`src/rtl/dmx_pkg.sv`:
```
package dmx_pkg;
  localparam int unsigned DMX_DW = 4;
  localparam int unsigned DMX_NG = 4;
  localparam int unsigned DMX_SW = (DMX_NG > 1) ? $clog2(DMX_NG) : 1;
endpackage

```
`src/rtl/dmx_steer.sv`:
```
module dmx_steer #(
  parameter int unsigned NG = 4,
  parameter int unsigned SW = 2
) (
  input  logic          clken_n,
  input  logic [SW-1:0] sel,
  output logic [NG-1:0] load
);
  for (genvar g = 0; g < NG; g++) begin : g_dec
    assign load[g] = !clken_n && (sel == SW'(g));
  end

  // at most one group is ever steered a load
  always_comb begin
    a_r4_one_load: assert ($onehot0(load));
  end
  // no load pulses while the shared enable is inactive
  always_comb begin
    a_r6_no_load_when_off: assert (!clken_n || load == '0);
  end
endmodule

```
`src/rtl/dmx_cell.sv`:
```
module dmx_cell #(
  parameter int unsigned DW = 4
) (
  input  logic          clk,
  input  logic          rst_n,
  input  logic          le,
  input  logic          load,
  input  logic [DW-1:0] din,
  output logic [DW-1:0] dout
);
  logic [DW-1:0] q_r, q_nx;
  logic          upd;

  assign upd = le | load;

  always_comb begin
    q_nx = q_r;
    if (upd) q_nx = din;
  end

  always_ff @(posedge clk or negedge rst_n) begin
    if (!rst_n)   q_r <= '0;
    else if (upd) q_r <= q_nx;
  end

  assign dout = le ? din : q_r;

  // falling latch enable leaves the word from the previous edge
  a_r3_capture: assert property (@(posedge clk) disable iff (!rst_n)
    ($past(le) && !le && !$past(load)) |-> dout == $past(din));
  // an idle, closed cell keeps its value
  a_r5_hold: assert property (@(posedge clk) disable iff (!rst_n)
    (!le && !load) |=> (le || dout == $past(dout)));
endmodule

```
`src/rtl/dmx_gate.sv`:
```
module dmx_gate #(
  parameter int unsigned DW = 4,
  parameter int unsigned NG = 4
) (
  input  logic             oe_all_n,
  input  logic [NG-1:0]    oe_n,
  input  logic [NG*DW-1:0] din,
  output logic [NG*DW-1:0] dout,
  output logic [NG-1:0]    drive
);
  for (genvar g = 0; g < NG; g++) begin : g_gate
    assign drive[g]              = !oe_all_n && !oe_n[g];
    assign dout[g*DW +: DW]      = drive[g] ? din[g*DW +: DW] : '0;
  end
endmodule

```
`src/rtl/demux_xcvr.sv`:
```
module demux_xcvr
  import dmx_pkg::*;
#(
  parameter int unsigned DW = DMX_DW,
  parameter int unsigned NG = DMX_NG,
  parameter int unsigned SW = DMX_SW
) (
  input  logic             clk,
  input  logic             rst_n,
  input  logic [DW-1:0]    a_in,
  input  logic             clken_n,
  input  logic [SW-1:0]    ce_sel,
  input  logic [NG-1:0]    grp_le,
  input  logic             oe_all_n,
  input  logic [NG-1:0]    grp_oe_n,
  output logic [NG*DW-1:0] grp_data,
  output logic [NG-1:0]    grp_drive
);
  localparam int unsigned TW = NG * DW;

  logic [NG-1:0] load;
  logic [TW-1:0] cell_q;

  dmx_steer #(.NG(NG), .SW(SW)) u_steer (
    .clken_n (clken_n),
    .sel     (ce_sel),
    .load    (load)
  );

  for (genvar g = 0; g < NG; g++) begin : g_cell
    dmx_cell #(.DW(DW)) u_cell (
      .clk   (clk),
      .rst_n (rst_n),
      .le    (grp_le[g]),
      .load  (load[g]),
      .din   (a_in),
      .dout  (cell_q[g*DW +: DW])
    );

    // an open latch with an enabled output shows the shared word
    a_r2_transparent: assert property (@(posedge clk) disable iff (!rst_n)
      (grp_le[g] && grp_drive[g]) |-> grp_data[g*DW +: DW] == a_in);
    // a selected, closed group shows the loaded word one edge later
    a_r4_load: assert property (@(posedge clk) disable iff (!rst_n)
      (!grp_le[g] && !clken_n && ce_sel == SW'(g)) |=>
        (grp_le[g] || !grp_drive[g] || grp_data[g*DW +: DW] == $past(a_in)));
  end

  dmx_gate #(.DW(DW), .NG(NG)) u_gate (
    .oe_all_n (oe_all_n),
    .oe_n     (grp_oe_n),
    .din      (cell_q),
    .dout     (grp_data),
    .drive    (grp_drive)
  );

  // a global disable leaves every group undriven and quiet
  a_r7_global_off: assert property (@(posedge clk) disable iff (!rst_n)
    oe_all_n |-> (grp_drive == '0 && grp_data == '0));
endmodule

```
`config.mk`:
```
export PLATFORM = sky130hd
export DESIGN_NAME = demux_xcvr
export DESIGN_NICKNAME = d
export VERILOG_FILES = /design/src/rtl/dmx_pkg.sv /design/src/rtl/dmx_steer.sv /design/src/rtl/dmx_cell.sv /design/src/rtl/dmx_gate.sv /design/src/rtl/demux_xcvr.sv
export SDC_FILE = /design/constraint.sdc
export NUM_CORES = 1
export LEC_CHECK = 0
export BUFFER_PORTS_ARGS = -buffer_cell sky130_fd_sc_hd__buf_2
export CAP_MARGIN = 10
export CORE_UTILIZATION = 52
export DETAILED_ROUTE_END_ITERATION = 7
export PLACE_DENSITY_LB_ADDON = 0.1
export SLEW_MARGIN = 10
export SYNTH_ARGS = -nofsm -noshare
export SYNTH_HDL_FRONTEND = slang
export SYNTH_SLANG_ARGS = --single-unit
```
`constraint.sdc`:
```
create_clock -name clk -period 1.05 [get_ports clk]
set_input_delay 0.1575 -clock clk [delete_from_list [all_inputs] [get_ports clk]]
set_output_delay 0.1575 -clock clk [all_outputs]
set_load 0.005 [all_outputs]
```
==> impl_metrics.ini, run 1 <==
[logic_synthesis]
synthTopCellsByArea = dfrtp_1, o211ai_1, nand2b_1, nand4bb_1, a21oi_1
ys_ff_latch = 16
yosysTopAreaCellShare = 0.3851
synth_area_leader_cell = dfrtp_1
synth_cell_type_count = 17
post_synth.cell_area_avg_um2 = 9.121
seq_area_frac_synth = 0.3851
synthesis.area_um2 = 1040
syn_inst = 114
synth_nets = 132
ys_warn_count = 0

[floorplanning]
die_h_um = 46.72
coreArea_um2 = 1802
die_w_um = 46.72
initial_core_util = 0.5771
rows = 15
die_area_um2 = 2182
io_pins = 38

[global_route]
grt_max_degree = 17
grtUsageTotal = 0.2624
gr-total-overflow = 0
grt_pass1_vias = 917
antenna_found_initial = 0
grt_pass1_wl_mm = 3.960

[worst_hold_path]
hold_path_end = g_cell[3].u_cell.q_r[0]$_DFFE_PN0P_
min_path_type = input pin to register
min_delay_path_depth = 3
hold_path.startpoint = grp_le[3]

[flow_run]
cap_violations = 0

[placed_design]
gp_congestion = 0.8199
dp_hpwl_mm = 1.858
port_buffers = 37

[outcome]
violations = setup timing
status = finished, violations left

[setup_path]
cp-end-kind = output pin
ff2ff_path_depth = 3
worst_ep_arrival_time_ps = 980
worst-setup-path-type = register to output pin
worst-path-max-fanout = 2
r2r-start = g_cell[2].u_cell.q_r[0]$_DFFE_PN0P_
cpMaxStageDelayCell = dfrtp_1
crit_path_cell_trace = nand2b_1, a21oi_1, buf_2
reg2reg_slack_ps = 240
cp_top_family = flip-flops
crit_path_start_kind = register
required_ps = 890
path_buf_inv = 1
cpPeakStageDelay_ps = 350
timing.rr.end = g_cell[2].u_cell.q_r[0]$_DFFE_PN0P_

[route]
postRouteAntennaNets = 0
totalWireLength_mm = 2.712
dr.first_iter.drc_count = 28
dr.pass1.iters = 4
vias = 1084
drcViolationCount = 0
wire_per_inst_um = 13.91
vias_per_cell = 5.559

[timing]
fin_ws_ps = -91.71
totalNegativeSetupSlack_ps = -907.6
fmax_ghz = 0.8759
slew-limit-headroom = 0.7469
worstMarginPinSlew_ps = 379.7
holdWs_ps = 197.6
fin_crit_ps = 1142
worst_clock_skew_ps = 0
finalSetupViolCount = 16
maxSlewViolCount = 0
rsz0062_at_grt = yes
hold_viol = 0
fin_crit_sh = 1.087

[power]
powerDensity_nw_per_um2 = 1009
power_uw = 1445
seq_power_share = 0.484
ir_drop_v = 0.0006301
internal_power_uw = 1020
p_sw_frac = 0.2941
p_leak_uw = 0.0006856
p_switching_uw = 425.0
power_frac_clock = 0.235
p_comb_frac = 0.282

[finish]
layout.nets = 190
num-fill-cells = 142
top_regs = g_cell.u_cell.q_r (16)
area_delta_synth_final_pct = 37.67
diodes = 0
largest_register_ffs = 16
drive_above_1_share = 0.4059
largest-register = g_cell.u_cell.q_r

[clock_network]
numClockSinks = 16
path_clk_slew_ps = 100
h-tree-depth = 1
root_buffer = clkbuf_4
insertion_delay_ps = 290
cts_inserted_buffers = 3
cts_buffer_depth = 2
cts_tree = yes
metal layers:
metal,global-route usage,up-vias,part of all wire
li1,-,535,-
met1,0.3269,513,0.45
met2,0.4333,30,0.49
met3,0.05098,6,0.042
met4,0.1257,0,0.011
met5,0,-,0
synth_stat cells:
cell,instances
buf_6,1
buf_2,3
nand2b_1,16
or2_2,4
nor3b_2,2
or4b_1,4
o211ai_1,16
a21oi_1,16
and3b_1,1
nand4bb_1,8
dfrtp_1,16
inv_1,4
clkbuf_1,1
nor3_1,1
nand2_1,16
nand4b_1,4
clkbuf_2,1
cell usage in the layout, fill, tap and decap left out:
master,instances
clkbuf_4,3
inv_1,4
and3b_1,1
nand2b_1,16
or2_2,4
o211ai_1,16
nand2_1,16
buf_4,20
or4b_1,4
nor3_1,1
nor3b_2,2
nand4b_1,4
dlygate4sd3_1,1
a21oi_1,14
dfrtp_1,16
buf_12,1
nand4bb_1,8
a21oi_2,2
buf_2,37
worst max path at each step:
stage,startpoint,end,slack (ps),cells after the start
3_5_place_dp,clken_n,g_cell[0].u_cell.q_r[2]$_DFFE_PN0P_,-10,3
5_1_grt,g_cell[2].u_cell.q_r[0]$_DFFE_PN0P_,grp_data[8],-140,3
6_report,g_cell[2].u_cell.q_r[2]$_DFFE_PN0P_,grp_data[10],-90,3
4_1_cts,g_cell[2].u_cell.q_r[2]$_DFFE_PN0P_,grp_data[10],-80,3
2_1_floorplan,ce_sel[1],g_cell[0].u_cell.q_r[0]$_DFFE_PN0P_,90,3
3_3_place_gp,clken_n,g_cell[1].u_cell.q_r[1]$_DFFE_PN0P_,6,4
logic make-up after synthesis:
family	count (synthesis)	synth area share
AND/OR/NAND/NOR	56	0.3742
buffers and inverters	10	0.04812
AO/OA/AOI/OAI	32	0.1925
flip-flops	16	0.3851
through the flow:
stage / setup slack (ps) / instance area (um^2) / utilization / cells
floorplan: 91.51 / 1040 / - / 114
global placement: 6.133 / 1301 / 0.7222 / 179
detailed placement: -10.09 / 1301 / 0.7222 / 179
CTS: -77.67 / 1416 / 0.7861 / 194
global route: -137.8 / 1431 / 0.7944 / 195
finish: -91.71 / 1431 / 0.7944 / 195
worst register-to-register path: stages, from the launching register on:
cell	delay (ps)
dfrtp_1	340
nand2b_1	80
buf_4	150
o211ai_1	160
area by class of cell:
type	instances	area (um^2)	area share
Tap cell	25	31.28	0.02185
Timing Repair Buffer	59	365.4	0.2552
Multi-Input combinational cell	88	596.8	0.4170
Clock buffer	3	22.52	0.01573
Sequential cell	16	400.4	0.2797
Inverter	4	15.01	0.01049
repair_timing:
action                                  4_1_cts  5_1_grt
resized for setup                             0        2
pin swaps                                    14        0
hold buffers                                  1        0
endpoints found under the setup margin       16       16
endpoints found under the hold margin        16        0
buffers inserted                             11        1
power by group through the flow:
stage	clock network, uW	registers [uW]	logic, uW
after floorplan	0	705	193
after global placement	0	708	335
after detailed placement	0	711	345
after CTS	339	700	394
after global routing	365	704	447
final	339	699	407
(Power assumes the default switching activity.)
==> run 2: changes to the inputs <==
GPL_TIMING_DRIVEN = 0   (was not set)
==> run 2 against run 1 <==
Maximum frequency decreased by 1.3%. The flow still finishes with violations (setup timing). Largest power group unchanged. First-iteration DRC count grew 25%. Register-to-register slack got worse by 80 ps. Non-clock buffer count shrank 5. Sequential cell count did not move. Power is 1.3% lower. Sequential share of layout area is 0.91 points higher. Via count up 1.3%. Critical path depth stayed put.
==> impl_metrics.ini, run 2 (synthesized netlist as in run 1, its figures left out) <==
[power]
ir_drop_v = 0.0009307
powerDensity_nw_per_um2 = 1029
p_leak_uw = 0.0006524

[clock_network]
cts_tree = yes
cts_inserted_buffers = 3
root_buffer = clkbuf_4
insertion_delay_ps = 290
numClockSinks = 16
h-tree-depth = 1
path_clk_slew_ps = 100
cts_buffer_depth = 2

[timing]
rsz0062_at_grt = yes
fin_crit_ps = 1157
fmax_ghz = 0.8642
worst_clock_skew_ps = 0
fin_ws_ps = -107.1
slew-limit-headroom = 0.6945
fin_crit_sh = 1.102
worstMarginPinSlew_ps = 454.7
hold_viol = 0
maxSlewViolCount = 0
finalSetupViolCount = 16

[setup_path]
cp-end-kind = output pin
worst-setup-path-type = register to output pin
worst-path-max-fanout = 2
worst_ep_arrival_time_ps = 1000
crit_path_start_kind = register
required_ps = 890

[floorplanning]
die_h_um = 46.72
rows = 15
die_area_um2 = 2182
die_w_um = 46.72
io_pins = 38
coreArea_um2 = 1802
initial_core_util = 0.5771

[finish]
largest-register = g_cell.u_cell.q_r
final_util = 0.7694
stdcell_area_um2 = 1386
top_regs = g_cell.u_cell.q_r (16)
drive_above_1_share = 0.3939
layout.nets = 185
area_delta_synth_final_pct = 33.33
largest_register_ffs = 16
diodes = 0
final_cell_mix = buf_2, nand2_1, nand2b_1, o211ai_1, dfrtp_1
mostFrequentLayoutCell = buf_2
instances_no_fill = 190

[route]
totalWireLength_mm = 2.829
dr.pass1.iters = 4
postRouteAntennaNets = 0
drcViolationCount = 0
vias = 1098
vias_per_cell = 5.779
wire_per_inst_um = 14.89
dr.first_iter.drc_count = 35

[global_route]
grt_max_degree = 17
antenna_found_initial = 0
grtUsageTotal = 0.2858
grt_pass1_vias = 1020
grt_pass1_wl_mm = 4.333
gr-total-overflow = 0

[worst_hold_path]
min_path_type = input pin to register

[outcome]
status = finished, violations left
violations = setup timing

[placed_design]
placed_area_um2 = 1241
gp_congestion = 0.8323
dp_hpwl_mm = 1.794
port_buffers = 34
dp.cells = 173

[flow_run]
cap_violations = 0
-- run 2: cell count changes in the layout (fill, tap and decap cells not counted) --
cell	previous run	this run
buf_6	0	1
clkbuf_1	0	1
a21oi_1	14	12
buf_12	1	0
a21oi_2	2	4
clkbuf_2	0	1
buf_4	20	13
-- run 2: path summary, 6_finish.rpt --
kind	endpoint	slack [ps]	cells past startpoint	startpoint
setup / recovery	grp_data[13]	-110	3	g_cell[3].u_cell.q_r[1]$_DFFE_PN0P_
hold reg to reg	g_cell[1].u_cell.q_r[0]$_DFFE_PN0P_	590	2	g_cell[1].u_cell.q_r[0]$_DFFE_PN0P_
min in group asynchronous	g_cell[3].u_cell.q_r[1]$_DFFE_PN0P_	300	2	rst_n
max in group asynchronous	g_cell[2].u_cell.q_r[0]$_DFFE_PN0P_	460	2	rst_n
setup reg to reg	g_cell[3].u_cell.q_r[0]$_DFFE_PN0P_	160	4	g_cell[3].u_cell.q_r[0]$_DFFE_PN0P_
hold / removal	g_cell[1].u_cell.q_r[1]$_DFFE_PN0P_	200	3	clken_n
-- run 2: layout make-up --
class	count	area [um^2]
buffer	6	35.03
clock buffer	3	22.52
fill	151	415.4
inverter	4	15.01
multi-input combinational	88	604.3
sequential	16	400.4
tap	25	31.28
timing repair buffer	48	277.8
-- run 2: repair_timing --
action	CTS	global route
endpoints found under the hold margin	16	0
gates resized for setup	0	4
hold buffers	1	0
gates cloned	0	0
pin swaps	14	0
buffers inserted	13	0
endpoints found under the setup margin	16	16
-- run 2: critical path: stages (launching register included) --
cell	delay, ps
dfrtp_1	340
nand2b_1	90
a21oi_2	150
buf_2	130
-- run 2: where the power goes --
part	total (uW)	internal [uW]	switching [uW]
Clock	334	134	200
Combinational	394	192	202
Sequential	699	680	19.1
-- run 2: per-layer routing --
metal,up-vias,track usage,wire length [um]
met5,-,0,0
met4,0,0.1600,57
met3,7,0.05098,166
met2,43,0.4750,1396
met1,520,0.3471,1208
li1,528,-,-
-- run 2: stage by stage --
stage | hold WS (ps) | setup slack (ps) | setup TNS (ps) | total power, uW
floorplan | -138.1 | 91.51 | 0 | 897.7
global placement | 87.34 | -4.516 | -4.516 | 1018
detailed placement | 97.70 | -3.785 | -3.785 | 1034
CTS | 194.9 | -77.80 | -862.9 | 1420
global route | 203.7 | -160.1 | -1893 | 1510
finish | 201.7 | -107.1 | -947.1 | 1426
==> run 3: changes to the inputs <==
CORE_UTILIZATION = 44   (was 52)
==> run 3 against run 2 <==
The flow still finishes with violations (setup timing). Sequential power is essentially flat. Register-to-register slack lost 50 ps. Combinational power grew 1%. Utilization shrank 13 points. Die area grew 17%. Worst hold slack lost 0.95 ps. Sequential share of layout area shrank 0.74 points. Clock skew is the same. Wire length shrank 3.8%. Power grew 5.9%. Setup slack gained 33 ps. Sequential cell count is the same. Critical path type unchanged. Critical endpoint is now grp_data[2]. Largest cell class unchanged.
==> impl_metrics.ini, run 3 (synthesized netlist as in run 1, its figures left out) <==
[timing]
fin_ws_ps = -73.91
fmax_ghz = 0.8898
rsz0062_at_grt = yes
hold_viol = 0
fin_crit_ps = 1124
fin_crit_sh = 1.070
worstMarginPinSlew_ps = 432.9
finalSetupViolCount = 16
worst_clock_skew_ps = 0
maxSlewViolCount = 0
slew-limit-headroom = 0.7092

[setup_path]
worst-path-max-fanout = 2
crit_path_start_kind = register
timing.rr.end = g_cell[1].u_cell.q_r[3]$_DFFE_PN0P_
cpMaxStageDelayCell = dfrtp_1
crit_path_cell_trace = nand2b_1, a21oi_1, buf_2
worst-setup-path-type = register to output pin
reg2reg_slack_ps = 110
ff2ff_path_depth = 4
worst-path-stages = 3
cpPeakStageDelay_ps = 340
path_buf_inv = 1
cp_top_family = flip-flops
r2r-start = g_cell[1].u_cell.q_r[3]$_DFFE_PN0P_
cp-end-kind = output pin
cp-startpoint = g_cell[0].u_cell.q_r[2]$_DFFE_PN0P_
required_ps = 890
worst_ep_arrival_time_ps = 970

[floorplanning]
io_pins = 38
coreArea_um2 = 2212
die_h_um = 50.61
die_area_um2 = 2561
rows = 17
initial_core_util = 0.4700
die_w_um = 50.61

[global_route]
gr-total-overflow = 0
grtUsageMet3 = 0.03030
grtUsageMet2 = 0.3644
grt_pass1_wl_mm = 4.257
grt_util_met1 = 0.3057
grtUsageTotal = 0.2258
grt_pass1_vias = 958
grt_most_used_layer = met2
antenna_found_initial = 0
grt_max_degree = 17

[finish]
layout.nets = 187
drive_above_1_share = 0.4107
largest-register = g_cell.u_cell.q_r
diodes = 0
instances_no_fill = 196
top_regs = g_cell.u_cell.q_r (16)
multi_input_area_um2 = 608.1
final_util = 0.6431
final_cell_mix = buf_2, nand2_1, nand2b_1, o211ai_1, dfrtp_1
mostFrequentLayoutCell = buf_2
num-fill-cells = 204
ff_latch_area_um2 = 400.4
area_delta_synth_final_pct = 36.82
largest_register_ffs = 16

[worst_hold_path]
min_delay_path_depth = 3
hold_path.startpoint = clken_n
hold_path_end = g_cell[0].u_cell.q_r[1]$_DFFE_PN0P_
min_path_type = input pin to register

[clock_network]
insertion_delay_ps = 290
cts_inserted_buffers = 3
path_clk_slew_ps = 100
root_buffer = clkbuf_4
h-tree-depth = 1
cts_tree = yes
cts_buffer_depth = 2
numClockSinks = 16

[route]
dr.pass1.iters = 4
totalWireLength_mm = 2.722
vias_per_cell = 5.571
wire_per_inst_um = 13.89
dr.first_iter.drc_count = 19
vias = 1092
drcViolationCount = 0
postRouteAntennaNets = 0

[placed_design]
port_buffers = 34
gp_congestion = 0.7486
dp_hpwl_mm = 1.781
dp.cells = 176

[power]
powerDensity_nw_per_um2 = 1061
ir_drop_v = 0.0007046
power_uw = 1510
p_leak_uw = 0.0006684

[outcome]
status = finished, violations left
violations = setup timing

[flow_run]
cap_violations = 0
run 3: cell count changes in the layout (fill, tap and decap cells not counted):
cell,delta
a21oi_1,-1
clkbuf_8,+1
buf_4,+2
a21oi_2,+1
run 3: what timing repair did:
item,CTS,global route
resized for setup,0,5
pin swaps,14,0
endpoints found under the hold margin,16,0
buffers inserted,12,3
setup endpoints to repair,16,16
hold buffers,1,0
run 3: how the worst max path moves through the flow:
stage,to,slack [ps]
4_1_cts,grp_data[13],-80
5_1_grt,grp_data[10],-170
2_1_floorplan,g_cell[0].u_cell.q_r[0]$_DFFE_PN0P_,90
6_report,grp_data[2],-70
3_5_place_dp,grp_data[13],-10
3_3_place_gp,grp_data[13],5
run 3: cell type report:
cell class | count | share of cell area
Clock buffer | 4 | 0.02551
Sequential cell | 16 | 0.2814
Tap cell | 28 | 0.02463
Timing Repair Buffer | 50 | 0.2058
Buffer | 6 | 0.02463
Inverter | 4 | 0.01055
Multi-Input combinational cell | 88 | 0.4274
run 3: worst reg2reg max path, cell delays in order (launching register included):
cell      delay, ps
dfrtp_1         340
nand2b_1         80
buf_4           140
buf_4           120
o211ai_1        170
run 3: where the power goes:
part / internal, uW / switching [uW]
clock network: 211 / 202
logic: 199 / 200
registers: 680 / 18.4
run 3: stage by stage:
step / TNS [ps] / worst slack (ps) / hold WS [ps] / instance area [um^2]
after floorplan: 0 / 91.51 / -138.1 / 1040
after global placement: 0 / 4.893 / 91.12 / 1245
after detailed placement: -21.95 / -12.41 / 98.17 / 1245
after CTS: -942.6 / -82.32 / 190.9 / 1381
after global routing: -2017 / -169.8 / 192.0 / 1423
final: -779.5 / -73.91 / 200.8 / 1423
run 3: layer usage:
layer	routed length [um]	vias up
met5	0	-
met4	17	0
met3	132	2
met2	1385	37
met1	1187	516
li1	-	537
